--- src/rtl/psc_ctrl.sv ---
module psc_ctrl #(
  parameter int N_MOD     = 4,
  parameter int N_DOM     = 2,
  parameter int TRANS_CYC = 8,
  parameter bit EXT_PWR   = 1'b1
) (
  input  logic             clk,
  input  logic             rst_n,
  input  logic             wr_en,
  input  logic [11:0]      addr,
  input  logic [31:0]      wdata,
  output logic [31:0]      rdata,
  input  logic [N_DOM-1:0] pwr_good,
  output logic [N_MOD-1:0] mod_clk_en,
  output logic [N_MOD-1:0] mod_rst_n,
  output logic [N_DOM-1:0] dom_pwr_req
);
  localparam int CW = $clog2(TRANS_CYC + 1);
  localparam logic [11:0] A_EPC = 12'h070, A_CMD = 12'h120, A_BSY = 12'h128,
                          A_DST = 12'h200, A_DCT = 12'h300, A_MST = 12'h800,
                          A_MCT = 12'hA00;

  logic [5:0]       tgt  [N_MOD];
  logic [5:0]       snap [N_MOD];
  logic [5:0]       mst  [N_MOD];
  logic [N_MOD-1:0] frc;
  logic [N_DOM-1:0] dreq, dack, dom_on, dtgt, busy, waiting, epc, pup;
  logic [CW-1:0]    cnt  [N_DOM];

  wire cmd_wr = wr_en && addr == A_CMD;

  always_ff @(posedge clk or negedge rst_n) begin
    if (!rst_n) begin
      for (int m = 0; m < N_MOD; m++) begin
        tgt[m] <= '0; snap[m] <= '0; mst[m] <= '0;
      end
      for (int d = 0; d < N_DOM; d++) cnt[d] <= '0;
      frc <= '0; dreq <= '0; dack <= '0; dom_on <= '0; dtgt <= '0;
      busy <= '0; waiting <= '0; epc <= '0; pup <= '0;
    end else begin
      for (int m = 0; m < N_MOD; m++)
        if (wr_en && addr == A_MCT + 12'(4 * m)) begin
          tgt[m] <= wdata[5:0];
          frc[m] <= wdata[31];
        end
      for (int d = 0; d < N_DOM; d++) begin
        if (wr_en && addr == A_DCT + 12'(4 * d)) begin
          dreq[d] <= wdata[0];
          dack[d] <= wdata[8];
        end
        if (cmd_wr && wdata[d] && !busy[d]) begin
          busy[d]    <= 1'b1;
          dtgt[d]    <= dreq[d];
          pup[d]     <= !dom_on[d] && dreq[d];
          waiting[d] <= EXT_PWR && !dom_on[d] && dreq[d];
          cnt[d]     <= CW'(TRANS_CYC - 1);
          for (int m = 0; m < N_MOD; m++)
            if (m % N_DOM == d) snap[m] <= tgt[m];
        end else if (busy[d]) begin
          if (waiting[d]) begin
            if (pwr_good[d]) epc[d] <= 1'b1;
            if (epc[d] && dack[d]) waiting[d] <= 1'b0;
          end else if (cnt[d] == '0) begin
            busy[d]   <= 1'b0;
            dom_on[d] <= dtgt[d];
            pup[d]    <= 1'b0;
            epc[d]    <= 1'b0;
            dack[d]   <= 1'b0;
            for (int m = 0; m < N_MOD; m++)
              if (m % N_DOM == d) mst[m] <= snap[m];
          end else begin
            cnt[d] <= cnt[d] - 1'b1;
          end
        end
      end
    end
  end

  always_comb
    for (int m = 0; m < N_MOD; m++) begin
      mod_clk_en[m] = (mst[m] == 6'd1) || (mst[m] == 6'd3);
      mod_rst_n[m]  = (mst[m] != 6'd0) && (mst[m] != 6'd1);
    end

  assign dom_pwr_req = dom_on | pup;

  always_comb begin
    rdata = '0;
    if (addr == A_EPC) rdata[N_DOM-1:0] = epc;
    if (addr == A_BSY) rdata[N_DOM-1:0] = busy;
    for (int d = 0; d < N_DOM; d++) begin
      if (addr == A_DST + 12'(4 * d)) rdata[0] = dom_on[d];
      if (addr == A_DCT + 12'(4 * d)) begin
        rdata[0] = dreq[d];
        rdata[8] = dack[d];
      end
    end
    for (int m = 0; m < N_MOD; m++) begin
      if (addr == A_MST + 12'(4 * m)) begin
        rdata[5:0] = mst[m];
        rdata[12]  = mod_clk_en[m];
      end
      if (addr == A_MCT + 12'(4 * m)) begin
        rdata[5:0] = tgt[m];
        rdata[31]  = frc[m];
      end
    end
  end
endmodule

--- config.mk ---
export PLATFORM = sky130hd
export DESIGN_NAME = psc_ctrl
export DESIGN_NICKNAME = d
export VERILOG_FILES = /design/src/rtl/psc_ctrl.sv
export SDC_FILE = /design/constraint.sdc
export NUM_CORES = 1
export LEC_CHECK = 0
export ABC_AREA = 1
export BUFFER_PORTS_ARGS = -buffer_cell sky130_fd_sc_hd__buf_2
export CAP_MARGIN = 10
export CORE_AREA = 3 3 112 124
export CTS_CLUSTER_DIAMETER = 50
export DETAILED_ROUTE_END_ITERATION = 8
export DIE_AREA = 0 0 115 127
export SLEW_MARGIN = 20
export SYNTH_ARGS = -nofsm -noshare
export SYNTH_HDL_FRONTEND = slang
export SYNTH_SLANG_ARGS = --single-unit
--- constraint.sdc ---
create_clock -name clk -period 3.3 [get_ports clk]
set_input_delay 0 -clock clk [delete_from_list [all_inputs] [get_ports clk]]
set_output_delay 0 -clock clk [all_outputs]
set_load 0.005 [all_outputs]
---- After elaboration in Yosys (flattened, before gate mapping) ----
Index checks and enable logic that the tools add are counted.
word-level totals
  bits of input ports ..................... 49
  flip-flop bits (word level) ............. 100
  word-level logic and storage cells ...... 189
operators by class
  bitwise gates (word level) .............. 5
  mux-type cells .......................... 70
  add/subtract/negate cells ............... 2
  eq/ne operators ......................... 33
  reduce and logical (&&, ||, !) cells .... 47
operators by type and width
  kind                    number
  $eq A12 B12 Y1 const B  8
  $mux W1                 52
  $eq A12 B10 Y1 const B  4
  $mux W6                 8
  $mux W4                 8
  $eq A12 B9 Y1 const B   2
  $eq A6 B1 Y1 const B    4
  $eq A6 B2 Y1 const B    4
  $ne A6 B1 Y1 const B    4
  $reduce_bool A6 Y1      4
  $logic_and A1 B1 Y1     19
  $reduce_and A4 Y1       4
  $eq A12 B7 Y1 const B   1
  $reduce_and A3 Y1       4
  $reduce_bool A2 Y1      6
  $logic_not A4 Y1        2
  $ne A2 B2 Y1 const B    4
  $sub A4 B1 Y4 const B   2
  $logic_not A1 Y1        4
  $logic_or A1 B1 Y1      4
  $mux W2                 2
  $ne A2 B1 Y1 const B    2
  $not A1 Y1              4
  $or A2 B2 Y2            1

---- Logic depth before layout (Yosys ltp) ----
Gate-level depths: netlist of run 1.
  depth in word-level cells ............... 15
  depth in mapped cells ................... 20

---- Worst setup path before layout of run 1 ----
Ideal clock, no wire load.
  kind .................................... register -> register
  start ................................... register cnt[4] in the netlist's numbering
  end ..................................... register pup[0]
  arrival ................................. 1509 ps
  library setup time ...................... 118 ps
  stages on the path, launching flop included .. 11
  path slack .............................. 1673 ps
  required time ........................... 3182 ps
  cell sequence ........................... dfrtp_1 -> inv_1 -> ha_1 -> inv_1 -> nor3_1 -> inv_1 -> nor2_1 -> clkinv_1 -> clkbuf_1 -> nand3_1 -> nand2_1
between the ends
  word-level cells in the longest chain between the ends .. 3
RTL lines
  element                           RTL line  RTL
  start: declaration                28        logic [CW-1:0] cnt [N_DOM];
  start signal: indexed assignment  56        cnt[d] <= CW'(TRANS_CYC - 1);
  start signal: indexed assignment  72        cnt[d] <= cnt[d] - 1'b1;
  $logic_not A4 Y1                  63        end else if (cnt[d] == '0) begin
  $reduce_bool A2 Y1 (no line)      -
  $reduce_and A3 Y1 (no line)       -
  end signal: indexed assignment    54        pup[d] <= !dom_on[d] && dreq[d];
  end: declaration                  27        logic [N_DOM-1:0] dreq, dack, dom_on, dtgt, busy, waiting, epc, pup;
No other way between the ends.
A chain may end at the register's enable or synchronous reset.

---- Worst setup path after layout of run 1 ----
  start ................................... register busy[1]
  end ..................................... output port rdata[1]
between the ends
  word-level cells in the longest chain between the ends .. 9
RTL lines
  element                           RTL line  RTL
  start: declaration                27
  start signal: assignment          39        busy <= '0; waiting <= '0; epc <= '0; pup <= '0;
  start signal: indexed assignment  52        busy[d] <= 1'b1;
  start signal: indexed assignment  64        busy[d] <= 1'b0;
  $mux W2                           90        if (addr == A_BSY) rdata[N_DOM-1:0] = busy;
  $mux W6                           99        if (addr == A_MST + 12'(4 * m)) begin
  $mux W6                           103       if (addr == A_MCT + 12'(4 * m)) begin
  $mux W6                           99
  $mux W6                           103
  $mux W6                           99
  $mux W6                           103
  $mux W6                           99
  $mux W6                           103
  end: declaration                  12        output logic [31:0] rdata,
No other way between the ends.

==> results of run 1 <==
## cells in the mapped netlist
master    count  area share [%]
buf_4        25             3.7
and3_1        1            0.12
nor3_2        2            0.40
a31oi_1       2            0.25
inv_2         3            0.22
nor3_4        1            0.32
nor2_1       35             2.6
nor2_2        3            0.37
ha_1          2            0.49
a211oi_1      1            0.15
dfrtp_1     100              50
o32ai_1       1            0.17
o311ai_0      1            0.17
o211ai_1     13             1.9
nor2_4        1            0.22
nand3_1      23             2.3
o21ai_0      91             9.0
a21oi_1      10            0.99
or2_2         2            0.25
o21a_1        6            0.89
nand3b_2      1            0.22
nand2_4       1            0.22
clkbuf_1      6            0.45
a32oi_1       1            0.17
inv_1        89             6.6
clkinv_1      1           0.074
nand2_1     189              14
nor3b_1       1            0.15
buf_2         9            0.89
o22ai_1       1            0.12
or2_0         1            0.12
clkinv_2      1           0.099
nor3_1        7            0.69
nand2_2       2            0.25
xnor2_1       1            0.17
nand4_1       1            0.12
nand3b_1      2            0.30
o21ai_1       5            0.49
nor4_2        1            0.25
nor4_4        1            0.42
conb_1        1           0.074
## worst max path at each step
| stage | start | to | slack [ns] | cells after the start |
|---|---|---|---|---|
| 6_report | busy[1]$_DFF_PN0_ | rdata[1] | 1.26 | 17 |
| 5_1_grt | busy[1]$_DFF_PN0_ | rdata[1] | 1.0 | 17 |
| 3_5_place_dp | addr[1] | tgt[1]$_DFFE_PN0P_ | 1.14 | 8 |
| 4_1_cts | busy[1]$_DFF_PN0_ | rdata[1] | 1.25 | 17 |
| 2_1_floorplan | cnt[4]$_DFFE_PN0P_ | pup[0]$_DFFE_PN0P_ | 1.67 | 10 |
| 3_3_place_gp | addr[1] | tgt[1]$_DFFE_PN0P_ | 1.23 | 8 |
## repair_timing
item	in CTS	in global routing
setup endpoints to repair	0	0
hold buffers	11	0
endpoints found under the hold margin	64	0
## area by class of cell
class / instances / area, sq um / share of cell area [%]
flip-flops and latches: 100 / 2500 / 43.1
multi-input cells: 433 / 2030 / 34.9
repair buffers: 59 / 365 / 6.30
inverters: 94 / 354 / 6.10
clock buffers: 10 / 239 / 4.12
well taps: 157 / 196 / 3.39
clock inverters: 6 / 119 / 2.05
## cells by family (layout without fill, tap and decap cells)
logic type	count (synthesis)	after routing	synth area share, %
and+or+nand+nor	275	275	23.3
other	1	23	0.0742
DFF	100	100	49.5
adders and majority gates	2	2	0.495
xor gates and xnor gates	1	1	0.173
buffers and inverters	134	169	12.1
AOI/OAI and AO/OA	132	132	14.4
## worst max-delay path: cells and delay by family (launching register included)
kind / cells / cell delay (ns)
buffers and inverters: 2 / 0.31
AND/OR/NAND/NOR: 15 / 0.93
flip-flops: 1 / 0.45
## sequential cells by signal, indices dropped and copies added, names as in the netlist, 4 cells and up
register  flops
tgt          24
cnt           8
snap         24
mst          24
frc           4
## layout by cell type, fill, tap and decap left out, types with 3 or more instances in the layout
master	instances
o21ai_0	91
nor2_1	35
inv_2	3
o21ai_1	5
a21oi_1	10
o211ai_1	13
conb_1	23
nand2_1	189
bufinv_16	3
dlygate4sd3_1	11
buf_4	6
nand3_1	23
nor2_2	3
o21a_1	6
clkbuf_16	9
inv_1	89
buf_2	42
nor3_1	7
dfrtp_1	100
## metal layers
layer	GRT usage, %	wire length, um	vias to the layer above
met2	27.7	5690	111
met4	4.01	141	0
met1	23.7	5540	1950
met3	4.03	615	10
met5	0	0	-
li1	-	-	2101
## metrics by stage
stage / setup slack [ns] / utilization, % / power, W / hold slack (ns)
after CTS: 1.25 / 45.7 / 0.00302 / 0.181
final: 1.26 / 45.7 / 0.00298 / 0.200
after global placement: 1.23 / 42.0 / 0.00174 / 0.0532
after global routing: 0.995 / 45.7 / 0.00315 / 0.229
after floorplan: 1.67 / - / 0.00164 / -0.296
after detailed placement: 1.14 / 42.0 / 0.00176 / 0.0674
## where the power goes
part | leakage, nW | total [W] | internal, W | switching, W
sequential | 1.23 | 0.00138 | 0.00131 | 0.0000693
clock | 0.175 | 0.00124 | 0.000771 | 0.000471
combinational | 1.57 | 0.000362 | 0.000140 | 0.000221
==> impl_metrics.py, run 1 <==
metrics = {
    "finish": {
        "finalNetCount": 748,
        "layout.cells.non_filler": 859,
        "area.growth.synth_to_final_pct": 14.8,
        "antennaDiodeCount": 0,
        "final_cell_area_sq_mm": 0.00580,
        "fillers": 1285,
        "layout-drive-gt1-share_pct": 11.8,
    },
    "placement": {
        "post-dp-hpwl_um": 8920,
        "placed_area_sq_mm": 0.00533,
        "numPortBuffers": 43,
        "place_inst": 832,
        "gp_congestion": 0.866,
    },
    "critical_path": {
        "crit_chain": "inv_1 > nand4_1 > nand2_1 > nand2_1 > nand2_1 > nand2_1 > nand2_1 > nand2_1 > nand2_1 > nand2_1 > nand2_1 > nand2_1 > nand2_1 > nand2_1 > nand2_1 > nand2_1 > buf_2",
        "crit_type": "flip-flop to primary output",
        "cp.required_ns": 3.30,
        "r2r_setup_slack_ns": 1.30,
        "rr_endpoint": "mst[23]$_DFFE_PN0P_",
        "critical-path-max-stage-delay_ns": 0.45,
        "reg2regPathDepth": 9,
        "cp_max_fo": 5,
        "r2r-start": "cnt[4]$_DFFE_PN0P_",
        "cp-end-kind": "primary output",
        "critical_path_arrival_ns": 2.04,
        "cp_common_cell": "nand2_1",
        "slowest_stage": "dfrtp_1",
        "start_kind": "flip-flop",
    },
    "routing": {
        "drtIter0Drc": 273,
        "post_drt_wl_per_cell_um": 14.0,
        "ant_nets": 0,
        "viasPerCell": 4.86,
        "drc": 0,
        "drt-total-wl_um": 12000,
        "dr.pass1.iters": 5,
        "vias": 4172,
    },
    "timing": {
        "rsz0062_at_grt": "no",
        "fin_crit_sh_pct": 61.8,
        "max_freq_mhz": 490,
        "period_minus_slack_ns": 2.04,
        "fin_skew_ns": 0.00738,
        "worst_slew_pin_slew_ns": 0.882,
        "final_max_slew_viol_count": 0,
        "setup_viol": 0,
        "max_slew_margin_pct": 41.0,
        "finalHoldViolCount": 0,
        "fin_setup_tns_ns": 0,
    },
    "synth": {
        "synth_area_sq_mm": 0.00505,
        "synth_area_per_cell_sq_um": 7.84,
        "synth_cells": 645,
        "ys_types": 41,
        "ys_seq_elements": 100,
        "ys_warn_count": 0,
        "seq_area_frac_synth_pct": 49.5,
    },
    "clocking": {
        "cts_buffers": 9,
        "clkSlewWorstSetupHoldPaths_ns": 0.07,
        "cts.sinks": 100,
        "cts_tree": "done",
        "clkLatencyLatePin_ns": 0.35,
        "cts.root.buffer_cell": "clkbuf_16",
        "clockBufferDepth": 2,
        "cts_max_level": 3,
        "ctsResizeCount": 0,
        "cts_setup_buffers": 0,
    },
    "worst_hold_path": {
        "hold_depth": 7,
        "min_to": "busy[0]$_DFF_PN0_",
        "hp-start": "addr[5]",
        "hold_class": "primary input to flip-flop",
    },
    "power": {
        "max-vdd-ir-drop_uv": 363,
        "power-per-cell-area_mw_per_mm2": 514,
        "p_leak_nw": 2.98,
    },
    "die": {
        "fp-row-count": 43,
        "dieArea_sq_mm": 0.0146,
        "fp.dieH_um": 127,
        "start_util_pct": 39.8,
        "ios": 91,
        "die_w_um": 115,
        "core_sq_mm": 0.0127,
    },
    "job": {
        "cap_violations": 0,
    },
    "global_route": {
        "grt_overflow": 0,
        "grt_pass1_wl_um": 19800,
        "track_usage_pct": 17.2,
        "grt_pass1_vias": 4044,
        "grt_start_max_net_pins": 51,
        "antenna_found_initial": 0,
    },
    "status": {
        "outcome": "complete, no violations",
    },
}
No activity file was read; power rests on OpenSTA's default activity.
==> run 2: changes to the inputs <==
--- a/config.mk
+++ b/config.mk
@@ -5,13 +5,13 @@
 export SDC_FILE = /design/constraint.sdc
 export NUM_CORES = 1
 export LEC_CHECK = 0
-export ABC_AREA = 1
+export ABC_AREA = 0
 export BUFFER_PORTS_ARGS = -buffer_cell sky130_fd_sc_hd__buf_2
 export CAP_MARGIN = 10
-export CORE_AREA = 3 3 112 124
+export CORE_AREA = 3 3 113 126
 export CTS_CLUSTER_DIAMETER = 50
 export DETAILED_ROUTE_END_ITERATION = 8
-export DIE_AREA = 0 0 115 127
+export DIE_AREA = 0 0 116 129
 export SLEW_MARGIN = 20
 export SYNTH_ARGS = -nofsm -noshare
 export SYNTH_HDL_FRONTEND = slang
==> constraint.sdc (replaced) <==
create_clock -name clk -period 1.93 [get_ports clk]
set_input_delay 0 -clock clk [delete_from_list [all_inputs] [get_ports clk]]
set_output_delay 0 -clock clk [all_outputs]
set_load 0.005 [all_outputs]
==> impl_metrics.py, run 2 <==
metrics = {
    "timing": {
        "setup_viol": 0,
        "fin_skew_ns": 0.00575,
        "period_minus_slack_ns": 1.88,
        "worst_slew_pin_slew_ns": 0.598,
        "setup_ws_ns": 0.0451,
        "finalHoldViolCount": 0,
        "fin_setup_tns_ns": 0,
        "max_slew_margin_pct": 60.1,
        "rsz0062_at_grt": "yes",
        "fin_crit_sh_pct": 97.7,
        "max_freq_mhz": 531,
        "final_max_slew_viol_count": 0,
    },
    "critical_path": {
        "cp-end-kind": "primary output",
        "cp_max_fo": 2,
        "start_kind": "flip-flop",
        "critical_path_arrival_ns": 1.88,
        "crit_type": "flip-flop to primary output",
        "cp.required_ns": 1.93,
    },
    "clocking": {
        "cts_buffers": 9,
        "clkSlewWorstSetupHoldPaths_ns": 0.06,
        "cts.root.buffer_cell": "clkbuf_16",
        "clkLatencyLatePin_ns": 0.34,
        "cts.sinks": 100,
        "cts_tree": "done",
        "clockBufferDepth": 2,
        "cts_max_level": 3,
    },
    "routing": {
        "drc": 0,
        "vias": 3773,
        "dr.pass1.iters": 4,
        "post_drt_wl_per_cell_um": 17.7,
        "ant_nets": 0,
        "drtIter0Drc": 293,
        "viasPerCell": 5.33,
        "drt-total-wl_um": 12600,
    },
    "job": {
        "cap_violations": 0,
    },
    "synth": {
        "synth_area_per_cell_sq_um": 11.3,
        "synthFlopType": "dfrtp_1",
        "synth-edff-count": 0,
        "synth_area_sq_mm": 0.00516,
        "synth_cells": 455,
        "netlist_top_cells_count": "dfrtp_1 (100), mux2_2 (81), nand2_1 (28), buf_4 (25)",
        "ys_warn_count": 0,
        "ys_types": 56,
        "synth_area_leaders": "dfrtp_1 (48%), mux2_2 (18%), buf_4 (3.6%)",
        "seq_area_frac_synth_pct": 48.5,
        "synth.most_common_cell": "dfrtp_1",
        "ys_seq_elements": 100,
        "yosysTopAreaCellShare_pct": 48.5,
        "async_reset_ff_share_pct": 100,
        "synth_top_cell_by_area": "dfrtp_1",
    },
    "die": {
        "core_sq_mm": 0.0131,
        "start_util_pct": 39.4,
        "die_w_um": 116,
        "dieArea_sq_mm": 0.0150,
        "fp.dieH_um": 129,
        "ios": 91,
        "fp-row-count": 44,
    },
    "finish": {
        "fillers": 1210,
        "finalNetCount": 593,
        "layout_common_cells": "dfrtp_1 (100), mux2_2 (81), buf_2 (42), buf_4 (40), nand2_1 (28)",
        "layout_commonest_cell": "dfrtp_1",
        "area.growth.synth_to_final_pct": 20.2,
        "layout-drive-gt1-share_pct": 38.0,
        "antennaDiodeCount": 0,
        "final_util_pct": 47.3,
        "reg_top3": "mst (24), snap (24), tgt (24)",
    },
    "placement": {
        "gp_congestion": 0.923,
        "numPortBuffers": 43,
        "post-dp-hpwl_um": 9550,
        "dp_slack_ns": 0.0138,
    },
    "global_route": {
        "grt_pass1_wl_um": 20300,
        "antenna_found_initial": 0,
        "grt_pass1_vias": 3913,
        "grt_start_max_net_pins": 47,
        "grt_overflow": 0,
        "track_usage_pct": 17.7,
    },
    "power": {
        "p_leak_nw": 3.13,
        "power-per-cell-area_mw_per_mm2": 702,
        "power.total_w": 0.00435,
        "max-vdd-ir-drop_uv": 579,
    },
    "worst_hold_path": {
        "hold_class": "primary input to flip-flop",
    },
    "status": {
        "outcome": "complete, no violations",
    },
}
==> run 2: cell types whose count changed in the layout (fill, tap and decap cells not counted), moves of 13 or more <==
cell / previous run / this run
buf_4: 6 / 40
inv_1: 89 / 18
mux2_2: 0 / 81
nand2_1: 189 / 28
nand3_1: 23 / 10
nor2_1: 35 / 17
o21ai_0: 91 / 18
==> run 2: worst paths after layout <==
kind	start	end	slack (ns)	cells past startpoint
setup / recovery	mst[5]$_DFFE_PN0P_	rdata[12]	0.05	7
hold / removal	wdata[1]	busy[1]$_DFF_PN0_	0.08	3
setup reg to reg	busy[0]$_DFF_PN0_	cnt[7]$_DFFE_PN0P_	0.23	6
hold reg to reg	pup[1]$_DFFE_PN0P_	pup[1]$_DFFE_PN0P_	0.49	2
max in group asynchronous	rst_n	dtgt[0]$_DFFE_PN0P_	1.07	3
min in group asynchronous	rst_n	tgt[8]$_DFFE_PN0P_	0.20	2
==> run 2: per-stage QoR <==
stage / hold WS [ns] / area [sq um] / std cells
2_1_floorplan: -0.296 / 5240 / 477
3_3_place_gp: 0.0412 / 5680 / 673
3_5_place_dp: 0.0502 / 5680 / 673
4_1_cts: 0.0661 / 6140 / 703
5_1_grt: 0.0792 / 6200 / 708
6_report: 0.0784 / 6200 / 708
==> run 2: worst max-delay path, stage by stage, from the launching register on <==
cell and delay, ns:
dfrtp_1 0.41, nor4_4 0.30, buf_4 0.16, and2_4 0.16
mux2i_1 0.07, o22a_1 0.20, nor2_2 0.11, buf_2 0.12
==> run 2: layout make-up <==
type | instances | area (sq um) | share of cell area [%]
sequential | 100 | 2500 | 40.3
timing repair buffer | 94 | 661 | 10.7
inverter | 18 | 67.6 | 1.09
clock buffer | 12 | 256 | 4.14
tap | 161 | 201 | 3.25
multi-input combinational | 319 | 2470 | 39.8
clock inverter | 4 | 47.5 | 0.767
==> run 2: where the power goes <==
group	internal, W	switching (W)
Combinational	0.000143	0.000224
Sequential	0.00214	0.0000351
Clock	0.00107	0.000741
Total	0.00335	0.00100
==> run 2: repair_timing <==
action,4_1_cts,5_1_grt
endpoints found under the hold margin,68,0
pin swaps,3,5
endpoints found under the setup margin,2,6
buffers inserted,5,5
hold buffers,9,0
resized for setup,7,8
==> run 2: per-layer routing <==
layer	track usage [%]	routed length (um)	part of all wire, %
met1	22.9	5380	43
met3	3.39	583	4.6
met4	5.26	247	2.0
met5	0	0	0
met2	30.2	6340	51
==> run 2: cells by family (layout without fill, tap and decap cells) <==
kind of cell,Yosys count,in the layout,synth area share [%]
AO/OA/AOI/OAI,79,79,9.97
XOR/XNOR,4,4,0.679
adder cells (fa/ha/maj),2,2,0.485
buffers and inverters,58,128,6.35
flip-flops,100,100,48.5
multiplexers,90,90,19.4
other,1,23,0.0727
AND/OR/NAND/NOR,121,121,14.5
==> run 3: changes to the inputs <==
==> constraint.sdc (replaced) <==
create_clock -name clk -period 1.8 [get_ports clk]
set_input_delay 0 -clock clk [delete_from_list [all_inputs] [get_ports clk]]
set_output_delay 0 -clock clk [all_outputs]
set_load 0.005 [all_outputs]
==> impl_metrics.py, run 3 (synthesis results as in run 2) <==
metrics = {
    "timing": {
        "fin_skew_ns": 0.00790,
        "setup_viol": 1,
        "setup_ws_ns": -0.0829,
        "period_minus_slack_ns": 1.88,
        "rsz0062_at_grt": "yes",
        "worst_slew_pin_slew_ns": 0.561,
        "finalHoldViolCount": 0,
        "max_slew_margin_pct": 62.6,
        "max_freq_mhz": 531,
        "fin_crit_sh_pct": 105,
        "final_max_slew_viol_count": 0,
    },
    "clocking": {
        "cts.root.buffer_cell": "clkbuf_16",
        "cts.sinks": 100,
        "cts_max_level": 3,
        "clkLatencyLatePin_ns": 0.35,
        "clockBufferDepth": 2,
        "cts_tree": "done",
        "clkSlewWorstSetupHoldPaths_ns": 0.07,
        "cts_buffers": 9,
    },
    "placement": {
        "post-dp-hpwl_um": 9610,
        "dp_slack_ns": -0.0578,
        "gp_congestion": 0.933,
        "numPortBuffers": 43,
        "placed_area_sq_mm": 0.00578,
    },
    "critical_path": {
        "cp.required_ns": 1.80,
        "cp-end-kind": "primary output",
        "crit_type": "flip-flop to primary output",
        "critical_path_arrival_ns": 1.88,
        "critPathLaunch": "mst[5]$_DFFE_PN0P_",
        "start_kind": "flip-flop",
        "r2r-start": "cnt[4]$_DFFE_PN0P_",
        "reg2regPathDepth": 8,
        "cp_max_fo": 2,
    },
    "power": {
        "power-per-cell-area_mw_per_mm2": 731,
        "p_leak_nw": 3.24,
        "max-vdd-ir-drop_uv": 654,
    },
    "routing": {
        "drt-total-wl_um": 13100,
        "post_drt_wl_per_cell_um": 18.1,
        "ant_nets": 0,
        "drtIter0Drc": 231,
        "drc": 0,
        "viasPerCell": 5.30,
        "dr.pass1.iters": 4,
        "vias": 3845,
    },
    "finish": {
        "final_cell_area_sq_mm": 0.00637,
        "layout-drive-gt1-share_pct": 41.6,
        "area.growth.synth_to_final_pct": 23.5,
        "reg_top3": "mst (24), snap (24), tgt (24)",
        "layout_common_cells": "dfrtp_1 (100), mux2_2 (81), buf_4 (59), buf_2 (42), nand2_1 (28)",
        "multi_input_area_sq_mm": 0.00251,
        "antennaDiodeCount": 0,
        "final-seq-area_sq_mm": 0.00250,
        "finalNetCount": 612,
        "layout_commonest_cell": "dfrtp_1",
        "fillers": 1238,
    },
    "global_route": {
        "track_usage_pct": 18.6,
        "grt_pass1_vias": 4047,
        "antenna_found_initial": 0,
        "grt_overflow": 0,
        "grt_pass1_wl_um": 21300,
        "grt_start_max_net_pins": 101,
    },
    "worst_hold_path": {
        "hold_depth": 3,
        "hp-start": "wdata[1]",
        "hold_class": "primary input to flip-flop",
    },
    "status": {
        "outcome": "finished, violations left",
        "violations": "setup timing",
    },
    "die": {
        "die_w_um": 116,
        "ios": 91,
        "core_sq_mm": 0.0131,
        "fp-row-count": 44,
        "fp.dieH_um": 129,
        "start_util_pct": 39.4,
        "dieArea_sq_mm": 0.0150,
    },
    "job": {
        "cap_violations": 0,
    },
}
[run 3: cell type report]
class,instances,area share [%]
Clock buffer,10,3.59
Tap cell,161,3.16
Clock inverter,5,0.962
Multi-Input combinational cell,319,39.3
Timing Repair Buffer,113,12.6
Sequential cell,100,39.3
Inverter,18,1.06
[run 3: worst max-delay path, cell delays in order, from the launching register on]
cell and delay [ns]:
dfrtp_1 0.41, nor4_4 0.31, buf_4 0.16, and2_4 0.16
mux2i_1 0.07, o22a_1 0.20, nor2_2 0.10, buf_2 0.12
[run 3: metrics by stage]
step / total power (W) / std cells / hold WS [ns] / utilization [%] / TNS (ns)
floorplan: 0.00260 / 477 / -0.296 / - / 0
global placement: 0.00275 / 686 / 0.0954 / 44.1 / -0.287
detailed placement: 0.00276 / 686 / 0.108 / 44.1 / -0.279
CTS: 0.00472 / 717 / 0.0530 / 47.7 / -0.175
global route: 0.00489 / 726 / 0.0851 / 48.6 / -0.311
finish: 0.00466 / 726 / 0.0692 / 48.6 / -0.0829
[run 3: repair_timing]
action | in CTS | in global routing
setup buffers | 8 | 9
hold buffers | 9 | 0
pin swaps | 12 | 8
gates cloned | 0 | 0
endpoints found under the hold margin | 123 | 0
gates resized for setup | 12 | 13
endpoints found under the setup margin | 6 | 6
[run 3: layer usage]
metal	vias to the layer above	global-route usage [%]	part of all wire (%)
met5	-	0	0
met4	0	4.85	1.3
met3	12	4.23	3.8
met2	97	30.4	50
met1	1923	24.8	45
li1	1813	-	-
[run 3: worst paths after layout]
path | slack, ns | endpoint
setup / recovery | -0.08 | rdata[12]
hold / removal | 0.07 | busy[1]$_DFF_PN0_
setup reg to reg | 0.13 | cnt[7]$_DFFE_PN0P_
hold reg to reg | 0.50 | snap[0]$_DFFE_PN0P_
max in group asynchronous | 1.13 | cnt[2]$_DFFE_PN0P_
min in group asynchronous | 0.22 | tgt[8]$_DFFE_PN0P_
[run 3: where the power goes]
group / switching [W] / internal, W / leakage (nW) / total, W
registers: 0.0000372 / 0.00229 / 1.35 / 0.00233
logic: 0.000246 / 0.000167 / 1.74 / 0.000413
clock network: 0.000834 / 0.00108 / 0.143 / 0.00191
total: 0.00112 / 0.00354 / 3.24 / 0.00466
